`src/rtl/idx_ea_pkg.sv`:
```
package idx_ea_pkg;
   typedef enum logic [2:0] {
      AM_CST_S = 3'd0,
      AM_CST_M = 3'd1,
      AM_CST_L = 3'd2,
      AM_ACCUM = 3'd3,
      AM_PRE   = 3'd4,
      AM_POST  = 3'd5,
      AM_IND_K = 3'd6,
      AM_IND_D = 3'd7
   } am_mode_e;

   typedef enum logic [1:0] {
      BS_X  = 2'd0,
      BS_Y  = 2'd1,
      BS_SP = 2'd2,
      BS_PC = 2'd3
   } base_sel_e;
endpackage

```
`src/rtl/idx_base_mux.sv`:
```
module idx_base_mux #(
   parameter int AW = 16
) (
   input  logic [1:0]    sel,
   input  logic [AW-1:0] r_x,
   input  logic [AW-1:0] r_y,
   input  logic [AW-1:0] r_sp,
   input  logic [AW-1:0] r_pc,
   output logic [AW-1:0] base,
   output logic          is_pc
);
   import idx_ea_pkg::*;

   always_comb begin
      unique case (base_sel_e'(sel))
         BS_X:    base = r_x;
         BS_Y:    base = r_y;
         BS_SP:   base = r_sp;
         default: base = r_pc;
      endcase
   end

   assign is_pc = (base_sel_e'(sel) == BS_PC);
endmodule

```
`src/rtl/idx_ofs_calc.sv`:
```
module idx_ofs_calc #(
   parameter int AW       = 16,
   parameter int SHORT_W  = 5,
   parameter int MID_W    = 9,
   parameter int AUTO_MAX = 8
) (
   input  logic [2:0]      mode,
   input  logic [AW-1:0]   base,
   input  logic            base_is_pc,
   input  logic [AW-1:0]   ofs,
   input  logic [1:0]      acc_sel,
   input  logic [AW/2-1:0] acc_a,
   input  logic [AW/2-1:0] acc_b,
   output logic [AW-1:0]   sum,
   output logic            auto_mod,
   output logic            post,
   output logic            indirect,
   output logic            bad
);
   import idx_ea_pkg::*;

   localparam int HW = AW / 2;

   logic [AW-1:0]        ext_s, ext_m, acc_v, addend;
   logic signed [AW-1:0] step_s;
   logic                 step_ok;
   am_mode_e             m;

   assign m      = am_mode_e'(mode);
   assign ext_s  = {{(AW-SHORT_W){ofs[SHORT_W-1]}}, ofs[SHORT_W-1:0]};
   assign ext_m  = {{(AW-MID_W){ofs[MID_W-1]}}, ofs[MID_W-1:0]};
   assign step_s = $signed(ext_s);

   always_comb begin
      unique case (acc_sel)
         2'd0:    acc_v = {{HW{1'b0}}, acc_a};
         2'd1:    acc_v = {{HW{1'b0}}, acc_b};
         default: acc_v = {acc_a, acc_b};
      endcase
   end

   always_comb begin
      unique case (m)
         AM_CST_S, AM_PRE, AM_POST: addend = ext_s;
         AM_CST_M:                  addend = ext_m;
         AM_CST_L, AM_IND_K:        addend = ofs;
         AM_ACCUM:                  addend = acc_v;
         default:                   addend = {acc_a, acc_b};
      endcase
   end

   assign sum      = base + addend;
   assign step_ok  = (step_s != '0) && (int'(step_s) <= AUTO_MAX)
                     && (int'(step_s) >= -AUTO_MAX);
   assign auto_mod = (m == AM_PRE) || (m == AM_POST);
   assign post     = (m == AM_POST);
   assign indirect = (m == AM_IND_K) || (m == AM_IND_D);
   assign bad      = auto_mod && (base_is_pc || !step_ok);
endmodule

```
`src/rtl/idx_ptr_fetch.sv`:
```
module idx_ptr_fetch #(
   parameter int AW = 16
) (
   input  logic            clk,
   input  logic            rst_n,
   input  logic            start,
   input  logic [AW-1:0]   addr,
   input  logic            rd_valid,
   input  logic [AW/2-1:0] rd_data,
   output logic            busy,
   output logic            rd_req,
   output logic [AW-1:0]   rd_addr,
   output logic            fin,
   output logic [AW-1:0]   ptr
);
   localparam int HW = AW / 2;

   typedef enum logic [1:0] {PF_IDLE, PF_WAIT_HI, PF_WAIT_LO} pf_state_e;

   pf_state_e      st;
   logic [HW-1:0]  hi_q;

   always_ff @(posedge clk or negedge rst_n) begin
      if (!rst_n) begin
         st      <= PF_IDLE;
         rd_req  <= 1'b0;
         rd_addr <= '0;
         fin     <= 1'b0;
         ptr     <= '0;
         hi_q    <= '0;
      end else begin
         rd_req <= 1'b0;
         fin    <= 1'b0;
         unique case (st)
            PF_IDLE: if (start) begin
               rd_req  <= 1'b1;
               rd_addr <= addr;
               st      <= PF_WAIT_HI;
            end
            PF_WAIT_HI: if (rd_valid) begin
               hi_q    <= rd_data;
               rd_req  <= 1'b1;
               rd_addr <= rd_addr + 1'b1;
               st      <= PF_WAIT_LO;
            end
            default: if (rd_valid) begin
               ptr <= {hi_q, rd_data};
               fin <= 1'b1;
               st  <= PF_IDLE;
            end
         endcase
      end
   end

   assign busy = (st != PF_IDLE);


   rd_pulse_chk: assert property (@(posedge clk) disable iff (!rst_n)
      rd_req |=> !rd_req);


   lo_addr_chk: assert property (@(posedge clk) disable iff (!rst_n)
      (rd_req && st == PF_WAIT_LO) |-> rd_addr == $past(rd_addr) + 1'b1);


   fin_idle_chk: assert property (@(posedge clk) disable iff (!rst_n)
      fin |-> st == PF_IDLE);
endmodule

```
`src/rtl/idx_ea_gen.sv`:
```
module idx_ea_gen #(
   parameter int AW       = 16,
   parameter int SHORT_W  = 5,
   parameter int MID_W    = 9,
   parameter int AUTO_MAX = 8,
   parameter bit HAS_IND  = 1'b1
) (
   input  logic          clk,
   input  logic          rst_n,
   input  logic          req,
   input  logic [2:0]    mode,
   input  logic [1:0]    base_sel,
   input  logic [15:0]   ofs,
   input  logic [1:0]    acc_sel,
   input  logic [15:0]   reg_x,
   input  logic [15:0]   reg_y,
   input  logic [15:0]   reg_sp,
   input  logic [15:0]   reg_pc,
   input  logic [7:0]    acc_a,
   input  logic [7:0]    acc_b,
   input  logic          rd_valid,
   input  logic [7:0]    rd_data,
   output logic          busy,
   output logic          done,
   output logic          err,
   output logic [15:0]   ea,
   output logic          wb_en,
   output logic [1:0]    wb_sel,
   output logic [15:0]   wb_val,
   output logic          rd_req,
   output logic [15:0]   rd_addr
);
   localparam int HW       = AW / 2;
   localparam int STEP_LIM = 2 ** (SHORT_W - 1) - 1;

   generate
      if ((AW != 16) || (SHORT_W >= MID_W) || (MID_W > AW)
          || (AUTO_MAX < 1) || (AUTO_MAX > STEP_LIM)) begin : g_bad_cfg
         $error("idx_ea_gen: inconsistent width or step parameters");
      end
   endgenerate

   logic [AW-1:0] base, sum, ptr;
   logic          is_pc, auto_mod, post, indirect, bad;
   logic          accept, fin;
   logic          done_s;
   logic [AW-1:0] ea_s;

   idx_base_mux #(.AW(AW)) u_bmux (
      .sel(base_sel), .r_x(reg_x), .r_y(reg_y), .r_sp(reg_sp), .r_pc(reg_pc),
      .base(base), .is_pc(is_pc)
   );

   idx_ofs_calc #(.AW(AW), .SHORT_W(SHORT_W), .MID_W(MID_W),
                  .AUTO_MAX(AUTO_MAX)) u_calc (
      .mode(mode), .base(base), .base_is_pc(is_pc), .ofs(ofs),
      .acc_sel(acc_sel), .acc_a(acc_a[HW-1:0]), .acc_b(acc_b[HW-1:0]),
      .sum(sum), .auto_mod(auto_mod), .post(post), .indirect(indirect),
      .bad(bad)
   );

   assign accept = req && !busy;

   generate
      if (HAS_IND) begin : g_ind
         idx_ptr_fetch #(.AW(AW)) u_fetch (
            .clk(clk), .rst_n(rst_n), .start(accept && indirect), .addr(sum),
            .rd_valid(rd_valid), .rd_data(rd_data[HW-1:0]), .busy(busy),
            .rd_req(rd_req), .rd_addr(rd_addr), .fin(fin), .ptr(ptr)
         );
      end else begin : g_no_ind
         assign busy    = 1'b0;
         assign rd_req  = 1'b0;
         assign rd_addr = '0;
         assign fin     = 1'b0;
         assign ptr     = '0;
      end
   endgenerate

   always_ff @(posedge clk or negedge rst_n) begin
      if (!rst_n) begin
         done_s <= 1'b0;
         err    <= 1'b0;
         wb_en  <= 1'b0;
         wb_sel <= '0;
         wb_val <= '0;
         ea_s   <= '0;
      end else begin
         done_s <= 1'b0;
         err    <= 1'b0;
         wb_en  <= 1'b0;
         if (accept && !(indirect && HAS_IND)) begin
            done_s <= 1'b1;
            ea_s   <= post ? base : sum;
            if (bad || indirect) begin
               err <= 1'b1;
            end else if (auto_mod) begin
               wb_en  <= 1'b1;
               wb_sel <= base_sel;
               wb_val <= sum;
            end
         end
      end
   end

   assign done = done_s | fin;
   assign ea   = fin ? ptr : ea_s;


   err_no_wb_chk: assert property (@(posedge clk) disable iff (!rst_n)
      err |-> !wb_en);


   wb_not_pc_chk: assert property (@(posedge clk) disable iff (!rst_n)
      wb_en |-> wb_sel != 2'd3);


   rd_in_busy_chk: assert property (@(posedge clk) disable iff (!rst_n)
      rd_req |-> busy);


   direct_lat_chk: assert property (@(posedge clk) disable iff (!rst_n)
      (req && !busy && mode < 3'd6) |=> done);
endmodule

```
`config.mk`:
```
export PLATFORM = sky130hd
export DESIGN_NAME = idx_ea_gen
export DESIGN_NICKNAME = d
export VERILOG_FILES = /design/src/rtl/idx_ea_pkg.sv /design/src/rtl/idx_base_mux.sv /design/src/rtl/idx_ofs_calc.sv /design/src/rtl/idx_ptr_fetch.sv /design/src/rtl/idx_ea_gen.sv
export SDC_FILE = /design/constraint.sdc
export NUM_CORES = 1
export LEC_CHECK = 0
export ABC_AREA = 1
export BUFFER_PORTS_ARGS = -buffer_cell sky130_fd_sc_hd__buf_2
export CAP_MARGIN = 20
export CORE_ASPECT_RATIO = 0.75
export CORE_MARGIN = 5
export CORE_UTILIZATION = 30
export DETAILED_ROUTE_END_ITERATION = 12
export HOLD_SLACK_MARGIN = 0.03
export SYNTH_ARGS = -nofsm -noshare
export SYNTH_HDL_FRONTEND = slang
export SYNTH_SLANG_ARGS = --single-unit
```
`constraint.sdc`:
```
create_clock -name clk -period 2.1 [get_ports clk]
set_input_delay 0.105 -clock clk [delete_from_list [all_inputs] [get_ports clk]]
set_output_delay 0.105 -clock clk [all_outputs]
set_load 0.01 [all_outputs]
```
==> results.md <==
* Nets at 1267
* Synth Instances at 859
* Crit-path max FO at 10
* Routed Antenna Nets at 0
* Period minus WS final at 2.09 ns
* Longest Clk Path Bufs at 2
* Setup Skew at 0.00626 ns
* Root buffer selected by CTS: clkbuf_16
* Final period utilization at 99.3%
* Part of the Yosys area used for sequential elements at 35.9%
* IO Port Bufs at 169
* Hold Path Class: in -> reg
* FF+latch area at 2030 um2
* Vias at 6834
* # DRC at 0
* Pwr dens at 921 nW/um2
* DIE HEIGHT at 129 um
* Gr ovfl total at 0
* Async SR Flop Fraction at 100%
* Place WS at -0.590 ns
* Most used DFF post-synth: dfrtp_1
* Largest net degree at the start of global routing at 50
* Critical Path Max Stage Delay at 0.34 ns
* CP arrival at 2.33 ns
* Crit end category: flip-flop
* CTS Sinks at 81
* Final setup margin at 0.0144 ns
* Most frequent cells in the layout: nand2_1, buf_2, buf_4
* Area of the multi-input gates at 3810 um2
* Worst Path Required at 2.35 ns
* RSZ-0062 raised after global routing: yes
* Syn nets at 991
* Fin. max-slew vios at 0
* Maximum VDD drop at 412 uV
* Worst-Margin Slew at 0.758 ns
* CTS tree: yes
* Distinct cells, synth at 37
* Post-Syn Area at 5640 um2
* Placed insts at 1349
* Final Hold Vio Count at 0
* Initial drt markers at 736
* #FFs+latches synth at 81
* Fill count at 1882
* Global-route total usage across every layer at 19.0%
* Non-Filler Instances at 1386
* Total Wirelength at 22300 um
* Avg Inst Size Synth at 6.57 um2
* Via/cell ratio at 4.93
* Worst path most repeated cell: buf_4
* Row count at 43
* Initial antenna violation count at 0
* Startpoint types: input port
* Setup TNS at 0 ns
* WP buf/inv at 4
* Antenna diode count at 0
* Final setup vio count at 0
* Worst skew pair latency at 0.33 ns
* Number of CTS-inserted buffers at 9
* Max-Cap Viols at 0
* H-tree levels at 3
* Slew headroom at 49.4%
* Final HPWL DP at 17200 um
* Setup CP Type: in -> reg
* CP top delay family: compound AO/OA/AOI/OAI gates
* Leak at 0.00463 uW
* CP cell instances: buf_4 -> buf_4 -> o21ai_0 -> nand3_4 -> o21ai_4 -> inv_2 -> ha_4 -> nand2_4 -> buf_6 -> nor2_2 -> nand3_1 -> nand2_2 -> xor2_4 -> nand2_1 -> a31oi_1
* Maximum clock frequency at 0.479 GHz
* DRT Pass-1 Iters at 5
* Post-route design area at 8740 um2
* Synth-to-layout area growth at 55.0%
* Die area at 21700 um2
* Share of cells above drive strength 1 at 39.8%
* Wire per inst at 16.1 um
* IO Pins at 170
* Slowest cell on the critical path: o21ai_0
* Vias in the first global route at 6304
* Commonest non-fill, non-tap cell in the layout: nand2_1
* EDFF count, synth at 0
* YS warnings at 0
* Core ar. at 18500 um2
* RePlAce Congestion at 0.920
* Die width at 168 um
* Status: finished, final reports clean
* Clk slew on worst S/H paths at 0.06 ns
* Global-route wire length before repair at 33100 um
* Placed Area at 7460 um2
* Final Core Density at 47.2%
* Starting Density at 30.5%
## power breakdown
part / switching, uW / internal, uW
Combinational: 2130 / 1610
Sequential: 499 / 2150
Clock: 626 / 1040
Total: 3260 / 4800
## kinds of logic after synthesis
family / share of synthesized area (%)
fa+ha+maj: 3.90
buf+inv: 9.58
simple gates: 33.2
xor+xnor: 1.40
flops: 35.9
compound gates: 15.9
## cells in the mapped netlist, types with 4 or more instances
cell / instances / area (um2)
inv_1: 96 / 360
nand3_1: 52 / 260
o21ai_1: 28 / 140
buf_2: 11 / 55.1
xor2_1: 5 / 43.8
a21oi_1: 35 / 175
o22ai_1: 5 / 31.3
ha_1: 16 / 200
nor3_1: 9 / 45.0
o21ai_0: 75 / 375
nand2_1: 324 / 1220
nand2_2: 4 / 25.0
nor2_1: 39 / 146
inv_2: 10 / 37.5
dfrtp_1: 81 / 2030
o211ai_1: 13 / 97.6
xnor2_1: 4 / 35.0
clkbuf_1: 7 / 26.3
nand4_1: 13 / 81.3
## sequential cells by signal, summed over array words and instances, names as in the netlist, 2 cells and up
| signal | flops |
|---|---|
| g_ind.u_fetch.rd_addr | 16 |
| g_ind.u_fetch.ptr | 16 |
| wb_val | 16 |
| wb_sel | 2 |
| g_ind.u_fetch.st | 2 |
| ea_s | 16 |
| g_ind.u_fetch.hi_q | 8 |
## through the flow
stage	power (uW)	hold WS, ns
after global routing	8630	0.0402
after detailed placement	5830	0.0939
after floorplan	4250	-0.191
after global placement	5800	0.0928
after CTS	7650	0.0366
final	8060	0.0407
## layer usage
layer	wire length, um	share of wire (%)	global-route usage, %
met5	0	0	0
met4	304	1.4	3.82
met3	1460	6.5	3.69
met2	9770	44	28.5
met1	10700	48	28.6
## worst register-to-register path: stages, from the launching register on
cell and delay [ns]:
dfrtp_1 0.41, nor2_1 0.18, nand3_1 0.13, nand2_2 0.39, inv_2 0.23, a21oi_1 0.32, a21oi_2 0.10
## final cells by class
| type | instances | area share, % |
|---|---|---|
| timing repair buffer | 288 | 21.3 |
| inverter | 108 | 4.78 |
| timing repair inverter | 1 | 0.0859 |
| sequential | 81 | 23.2 |
| tap | 247 | 3.54 |
| multi-input combinational | 646 | 43.6 |
| clock buffer | 10 | 2.62 |
| clock inverter | 5 | 0.930 |
## final timing paths
path,startpoint,to,slack (ns),cells after the start
max in group asynchronous,rst_n,g_ind.u_fetch.hi_q[5]$_DFFE_PN0P_,1.19,3
worst min register to register,g_ind.u_fetch.hi_q[4]$_DFFE_PN0P_,g_ind.u_fetch.ptr[12]$_DFFE_PN0P_,0.47,2
worst min-delay path,rd_data[0],g_ind.u_fetch.ptr[0]$_DFFE_PN0P_,0.04,3
worst max register to register,g_ind.u_fetch.st[1]$_DFFE_PN0P_,g_ind.u_fetch.rd_addr[11]$_DFFE_PN0P_,0.22,6
worst max-delay path,base_sel[0],g_ind.u_fetch.rd_addr[7]$_DFFE_PN0P_,0.01,15
min in group asynchronous,rst_n,wb_val[1]$_DFFE_PN0P_,0.27,2
## repair_timing
action,4_1_cts,5_1_grt
buffers inserted,3,15
pin swaps,11,64
hold endpoints to repair,34,0
gates resized for setup,37,154
hold buffers,2,0
gates cloned,2,1
endpoints found under the setup margin,25,36
Note: power is estimated with default switching activity, not from simulation.
